==> config.mk <==
export PLATFORM = sky130hd
export DESIGN_NAME = eag_top
export DESIGN_NICKNAME = d
export VERILOG_FILES = /design/src/rtl/eag_pkg.sv /design/src/rtl/eag_mode_decode.sv /design/src/rtl/eag_base_mux.sv /design/src/rtl/eag_disp_ext.sv /design/src/rtl/eag_top.sv
export SDC_FILE = /design/constraint.sdc
export NUM_CORES = 1
export LEC_CHECK = 0
export ABC_AREA = 1
export BUFFER_PORTS_ARGS = -buffer_cell sky130_fd_sc_hd__clkbuf_2
export CAP_MARGIN = 20
export CORE_ASPECT_RATIO = 1.25
export CORE_UTILIZATION = 42
export DETAILED_ROUTE_END_ITERATION = 8
export GPL_TIMING_DRIVEN = 0
export MAX_ROUTING_LAYER = met4
export PLACE_DENSITY = 0.92
export SKIP_LAST_GASP = 1
export SYNTH_ARGS = -nofsm -noshare
export SYNTH_HDL_FRONTEND = slang
export SYNTH_SLANG_ARGS = --single-unit
==> constraint.sdc <==
create_clock -name vclk -period 2.9
set_clock_uncertainty 0.1 [all_clocks]
set_input_delay 0.435 -clock vclk [all_inputs]
set_output_delay 0.435 -clock vclk [all_outputs]
set_load 0.02 [all_outputs]
==> src/rtl/eag_pkg.sv <==
package eag_pkg;

    typedef enum logic [2:0] {
        MODE_IMM = 3'd0,
        MODE_REG = 3'd1,
        MODE_ABS = 3'd2,
        MODE_IND = 3'd3,
        MODE_REL = 3'd4,
        MODE_SBR = 3'd5,
        MODE_STK = 3'd6,
        MODE_RSV = 3'd7
    } mode_e;

    typedef enum logic [2:0] {
        BASE_ZERO,
        BASE_A0,
        BASE_A1,
        BASE_SB,
        BASE_FB,
        BASE_SP
    } base_e;

    typedef enum logic [1:0] {
        DISP_NONE,
        DISP_FULL,
        DISP_SHORT
    } disp_e;

endpackage

==> src/rtl/eag_mode_decode.sv <==
module eag_mode_decode
    import eag_pkg::*;
(
    input  logic [2:0] mode,
    input  logic       base_sel,
    output base_e      base_kind,
    output disp_e      disp_kind,
    output logic       mem_valid,
    output logic       src_imm,
    output logic       src_reg
);

    mode_e mode_q;
    assign mode_q = mode_e'(mode);

    always_comb begin
        base_kind = BASE_ZERO;
        disp_kind = DISP_NONE;
        mem_valid = 1'b0;
        src_imm   = 1'b0;
        src_reg   = 1'b0;
        unique case (mode_q)
            MODE_IMM: src_imm = 1'b1;
            MODE_REG: src_reg = 1'b1;
            MODE_ABS: begin
                disp_kind = DISP_FULL;
                mem_valid = 1'b1;
            end
            MODE_IND: begin
                base_kind = base_sel ? BASE_A1 : BASE_A0;
                mem_valid = 1'b1;
            end
            MODE_REL: begin
                base_kind = base_sel ? BASE_A1 : BASE_A0;
                disp_kind = DISP_FULL;
                mem_valid = 1'b1;
            end
            MODE_SBR: begin
                base_kind = BASE_SB;
                disp_kind = DISP_FULL;
                mem_valid = 1'b1;
            end
            MODE_STK: begin
                base_kind = base_sel ? BASE_SP : BASE_FB;
                disp_kind = DISP_SHORT;
                mem_valid = 1'b1;
            end
            MODE_RSV: begin
                mem_valid = 1'b0;
            end
        endcase
    end

    // source flags never overlap
    always_comb begin
        a_r11_one_source: assert ($countones({mem_valid, src_imm, src_reg}) <= 1)
            else $error("R11: more than one operand source flagged");
    end

endmodule

==> src/rtl/eag_base_mux.sv <==
module eag_base_mux
    import eag_pkg::*;
#(
    parameter int ADDR_W = 16
) (
    input  base_e              base_kind,
    input  logic               sp_bank,
    input  logic [ADDR_W-1:0]  reg_a0,
    input  logic [ADDR_W-1:0]  reg_a1,
    input  logic [ADDR_W-1:0]  reg_sb,
    input  logic [ADDR_W-1:0]  reg_fb,
    input  logic [ADDR_W-1:0]  reg_usp,
    input  logic [ADDR_W-1:0]  reg_isp,
    output logic [ADDR_W-1:0]  base_val
);

    logic [ADDR_W-1:0] live_sp;
    assign live_sp = sp_bank ? reg_isp : reg_usp;

    always_comb begin
        unique case (base_kind)
            BASE_A0: base_val = reg_a0;
            BASE_A1: base_val = reg_a1;
            BASE_SB: base_val = reg_sb;
            BASE_FB: base_val = reg_fb;
            BASE_SP: base_val = live_sp;
            default: base_val = '0;
        endcase
    end

endmodule

==> src/rtl/eag_disp_ext.sv <==
module eag_disp_ext
    import eag_pkg::*;
#(
    parameter int ADDR_W  = 16,
    parameter int SHORT_W = 8
) (
    input  disp_e             disp_kind,
    input  logic [ADDR_W-1:0] disp,
    output logic [ADDR_W-1:0] disp_ext
);

    localparam int PAD_W = ADDR_W - SHORT_W;

    logic [ADDR_W-1:0] short_ext;

    generate
        if (PAD_W > 0) begin : g_pad
            assign short_ext = {{PAD_W{disp[SHORT_W-1]}}, disp[SHORT_W-1:0]};
        end else begin : g_nopad
            assign short_ext = disp;
        end
    endgenerate

    always_comb begin
        unique case (disp_kind)
            DISP_FULL:  disp_ext = disp;
            DISP_SHORT: disp_ext = short_ext;
            default:    disp_ext = '0;
        endcase
    end

endmodule

==> src/rtl/eag_top.sv <==
module eag_top
    import eag_pkg::*;
#(
    parameter int ADDR_W  = 16,
    parameter int SHORT_W = 8
) (
    input  logic [2:0]        mode,
    input  logic              base_sel,
    input  logic              sp_bank,
    input  logic [ADDR_W-1:0] reg_a0,
    input  logic [ADDR_W-1:0] reg_a1,
    input  logic [ADDR_W-1:0] reg_sb,
    input  logic [ADDR_W-1:0] reg_fb,
    input  logic [ADDR_W-1:0] reg_usp,
    input  logic [ADDR_W-1:0] reg_isp,
    input  logic [ADDR_W-1:0] disp,
    input  logic              size_in,
    output logic [ADDR_W-1:0] ea_addr,
    output logic              mem_valid,
    output logic              src_imm,
    output logic              src_reg,
    output logic              size_out
);

    localparam logic [ADDR_W-1:0] POS_LIM = ADDR_W'((1 << (SHORT_W - 1)) - 1);
    localparam logic [ADDR_W-1:0] NEG_LIM = ~POS_LIM;

    base_e             base_kind;
    disp_e             disp_kind;
    logic [ADDR_W-1:0] base_val;
    logic [ADDR_W-1:0] disp_ext;
    logic [ADDR_W-1:0] offset;

    eag_mode_decode u_dec (
        .mode      (mode),
        .base_sel  (base_sel),
        .base_kind (base_kind),
        .disp_kind (disp_kind),
        .mem_valid (mem_valid),
        .src_imm   (src_imm),
        .src_reg   (src_reg)
    );

    eag_base_mux #(.ADDR_W(ADDR_W)) u_base (
        .base_kind (base_kind),
        .sp_bank   (sp_bank),
        .reg_a0    (reg_a0),
        .reg_a1    (reg_a1),
        .reg_sb    (reg_sb),
        .reg_fb    (reg_fb),
        .reg_usp   (reg_usp),
        .reg_isp   (reg_isp),
        .base_val  (base_val)
    );

    eag_disp_ext #(.ADDR_W(ADDR_W), .SHORT_W(SHORT_W)) u_disp (
        .disp_kind (disp_kind),
        .disp      (disp),
        .disp_ext  (disp_ext)
    );

    assign ea_addr  = base_val + disp_ext;
    assign size_out = size_in;
    assign offset   = ea_addr - base_val;

    always_comb begin
        // absolute address is the instruction field itself
        if (mode == 3'd2)
            a_r1_abs_field: assert (ea_addr == disp) else $error("R1: absolute address mismatch");
        // indirect address equals the chosen base register
        if (mode == 3'd3)
            a_r2_ind_base: assert (ea_addr == (base_sel ? reg_a1 : reg_a0))
                else $error("R2: indirect address mismatch");
        // stack-relative offset stays within the short signed range
        if (mode == 3'd6)
            a_r5_short_range: assert (offset <= POS_LIM || offset >= NEG_LIM)
                else $error("R5: stack offset out of range");
        // no memory operand means address zero
        if (!mem_valid)
            a_r9_zero_addr: assert (ea_addr == '0) else $error("R9: address not zero");
    end

endmodule

==> results.toml <==
[outcome]
status = "complete, but fails checks"
violations = "setup timing"

[final_layout]
nNetsFinal = 667
layout_commonest_cell = "nand2_1"
fillCellCount = 187
seq_area_um2 = 0
layout_common_cells = "nand2_1, clkbuf_2, buf_4, inv_1, a21oi_2"
nClkBuffers = 0
drive_above_1_share_pct = 55.9
nFlopsAndLatches = 0
final_area_um2 = 3460
area_delta_synth_final_pct = 99.3
num_antenna_cells = 0

[synth]
synth_warnings = 0
avgSynthCellArea_um2 = 4.91
yosysTopAreaCellShare_pct = 33.3
syn-instance-count = 353
synth_nets = 487
yosys-top-cells-area = "nand2_1, a21oi_1, ha_1, inv_1, nand4_1"
syn_area_um2 = 1730
synth_top_area_cell = "nand2_1"
yosysUniqueCellTypes = 27
ys_seq_area_share_pct = 0

[power_and_ir_drop]
ir_drop_uv = 168
total_power_uw = 797
power_density_nw_per_um2 = 231
p_leak_uw = 0.00195

[setup_path]
end_kind = "output port"
critPathRequiredTime_ns = 2.37
cp.arrival_ns = 2.96
crit_fanout = 7
path_class = "in -> out"
cp_slowest_cell = "ha_4"
crit_path_cell_trace = "clkbuf_8 -> nand3_4 -> inv_2 -> nand2_2 -> inv_4 -> buf_6 -> a21oi_2 -> nand4_1 -> ha_4 -> nand2_4 -> nor2_2 -> nand3b_1 -> nand2_4 -> inv_2 -> o21bai_4 -> xor2_2 -> clkbuf_8"
cpPeakStageDelay_ns = 0.44
critPathLaunchType = "primary input"

[timing]
setup_ws_ns = -0.598
period_minus_slack_ns = 3.50
max_clock_freq_mhz = 286
timing.final.crit_share_pct = 121
relSlewSlack_pct = 75.4
hold_violations = 0
finalSetupViolCount = 13
final-max-slew-violation-count = 0
worst_hold_slack_ns = 0.999
setup-tns-final_ns = -4.84
rsz0062_at_grt = "true"
tightest_slew_ns = 0.368

[job]
drv_cap = 0

[die]
dieArea_um2 = 4390
die_h_um = 73.8
start_util_pct = 44.7
io_pins = 138
die_w_um = 59.5
core_um2 = 3880
std_cell_rows = 25

[grt]
grt_pass1_wl_um = 12900
overflow = 0
grt_pass1_vias = 3158
track_usage_pct = 39.3
antenna_found_initial = 0
grt_max_degree = 11

[drt]
vias = 3564
via_per_inst = 6.09
drt_iter0_markers = 541
drc = 0
wl_um = 11000
ant_nets = 0
first_pass_iters = 5
wl_per_cell_um = 18.8

[clock_network]
cts_hold_buf = 0

[place]
place_area_um2 = 2510
portBuffers = 136
gp_congestion = 0.934
dp.final_hpwl_um = 5570

[min_path]
hold_path.class = "in -> out"
cell usage after synthesis, types with 2 or more instances:
| library cell | instances |
|---|---|
| inv_1 | 36 |
| buf_6 | 2 |
| nand3_1 | 17 |
| buf_2 | 3 |
| o21bai_1 | 2 |
| xor2_1 | 9 |
| o21ai_2 | 3 |
| o21ai_0 | 4 |
| inv_2 | 9 |
| nand2_2 | 2 |
| nand2_1 | 154 |
| nor2_1 | 25 |
| buf_4 | 3 |
| a21oi_1 | 42 |
| nand4_1 | 15 |
| nor2_2 | 2 |
| ha_1 | 15 |
per-stage QoR:
stage                     util, %  worst slack, ns  instances
after floorplan                 -          -0.0232        353
after global placement       64.7           -0.444        543
after detailed placement     64.7           -0.534        543
after CTS                    82.5           -0.220        578
after global routing         89.1           -0.648        585
final                        89.1           -0.598        585
where the power goes:
group / switching (uW) / total [uW] / leakage, uW / internal (uW)
logic: 436 / 797 / 0.00195 / 361
clock network: 0 / 0 / 0 / 0
registers: 0 / 0 / 0 / 0
total: 436 / 797 / 0.00195 / 361
timing repair:
action                     CTS  global route
setup buffers               32             6
setup endpoints to repair   13            14
resized for setup          105            61
pin swaps                   46            31
cloned                       3             1
area by class of cell:
type	instances	area (um2)	area share [%]
tap	54	67.6	1.96
inverter	45	196	5.68
timing repair buffer	178	1100	32.0
buffer	9	86.3	2.50
multi-input combinational	299	2000	57.9
logic make-up (layout without fill, tap and decap cells):
group | after synthesis | in the layout | synth area share [%]
compound gates | 53 | 53 | 16.7
simple gates | 220 | 220 | 52.8
xor+xnor | 10 | 10 | 5.05
fa+ha+maj | 16 | 16 | 12.0
buf+inv | 54 | 232 | 13.4
metal layers:
layer  global-route usage [%]  up-vias  wire (um)  part of all wire [%]
li1                         -     1483          -                     -
met1                     34.6     1554       3370                    31
met2                     75.5      381       5320                    48
met3                     3.87      146       1210                    11
met4                     27.2        0       1100                    10
met5                        -        -          0                     0
critical path: cells and delay by family:
family,cells,cell delay [ns]
AND/OR/NAND/NOR,7,0.99
AO/OA/AOI/OAI,2,0.27
adder cells (fa/ha/maj),1,0.44
buffers and inverters,6,0.65
XOR/XNOR,1,0.17
path summary, 6_finish.rpt:
kind,slack (ns),start,endpoint,depth (start not counted)
max,-0.60,mode[2],ea_addr[11],17
min,1.0,size_in,size_out,2
(Power assumes the default switching activity.)
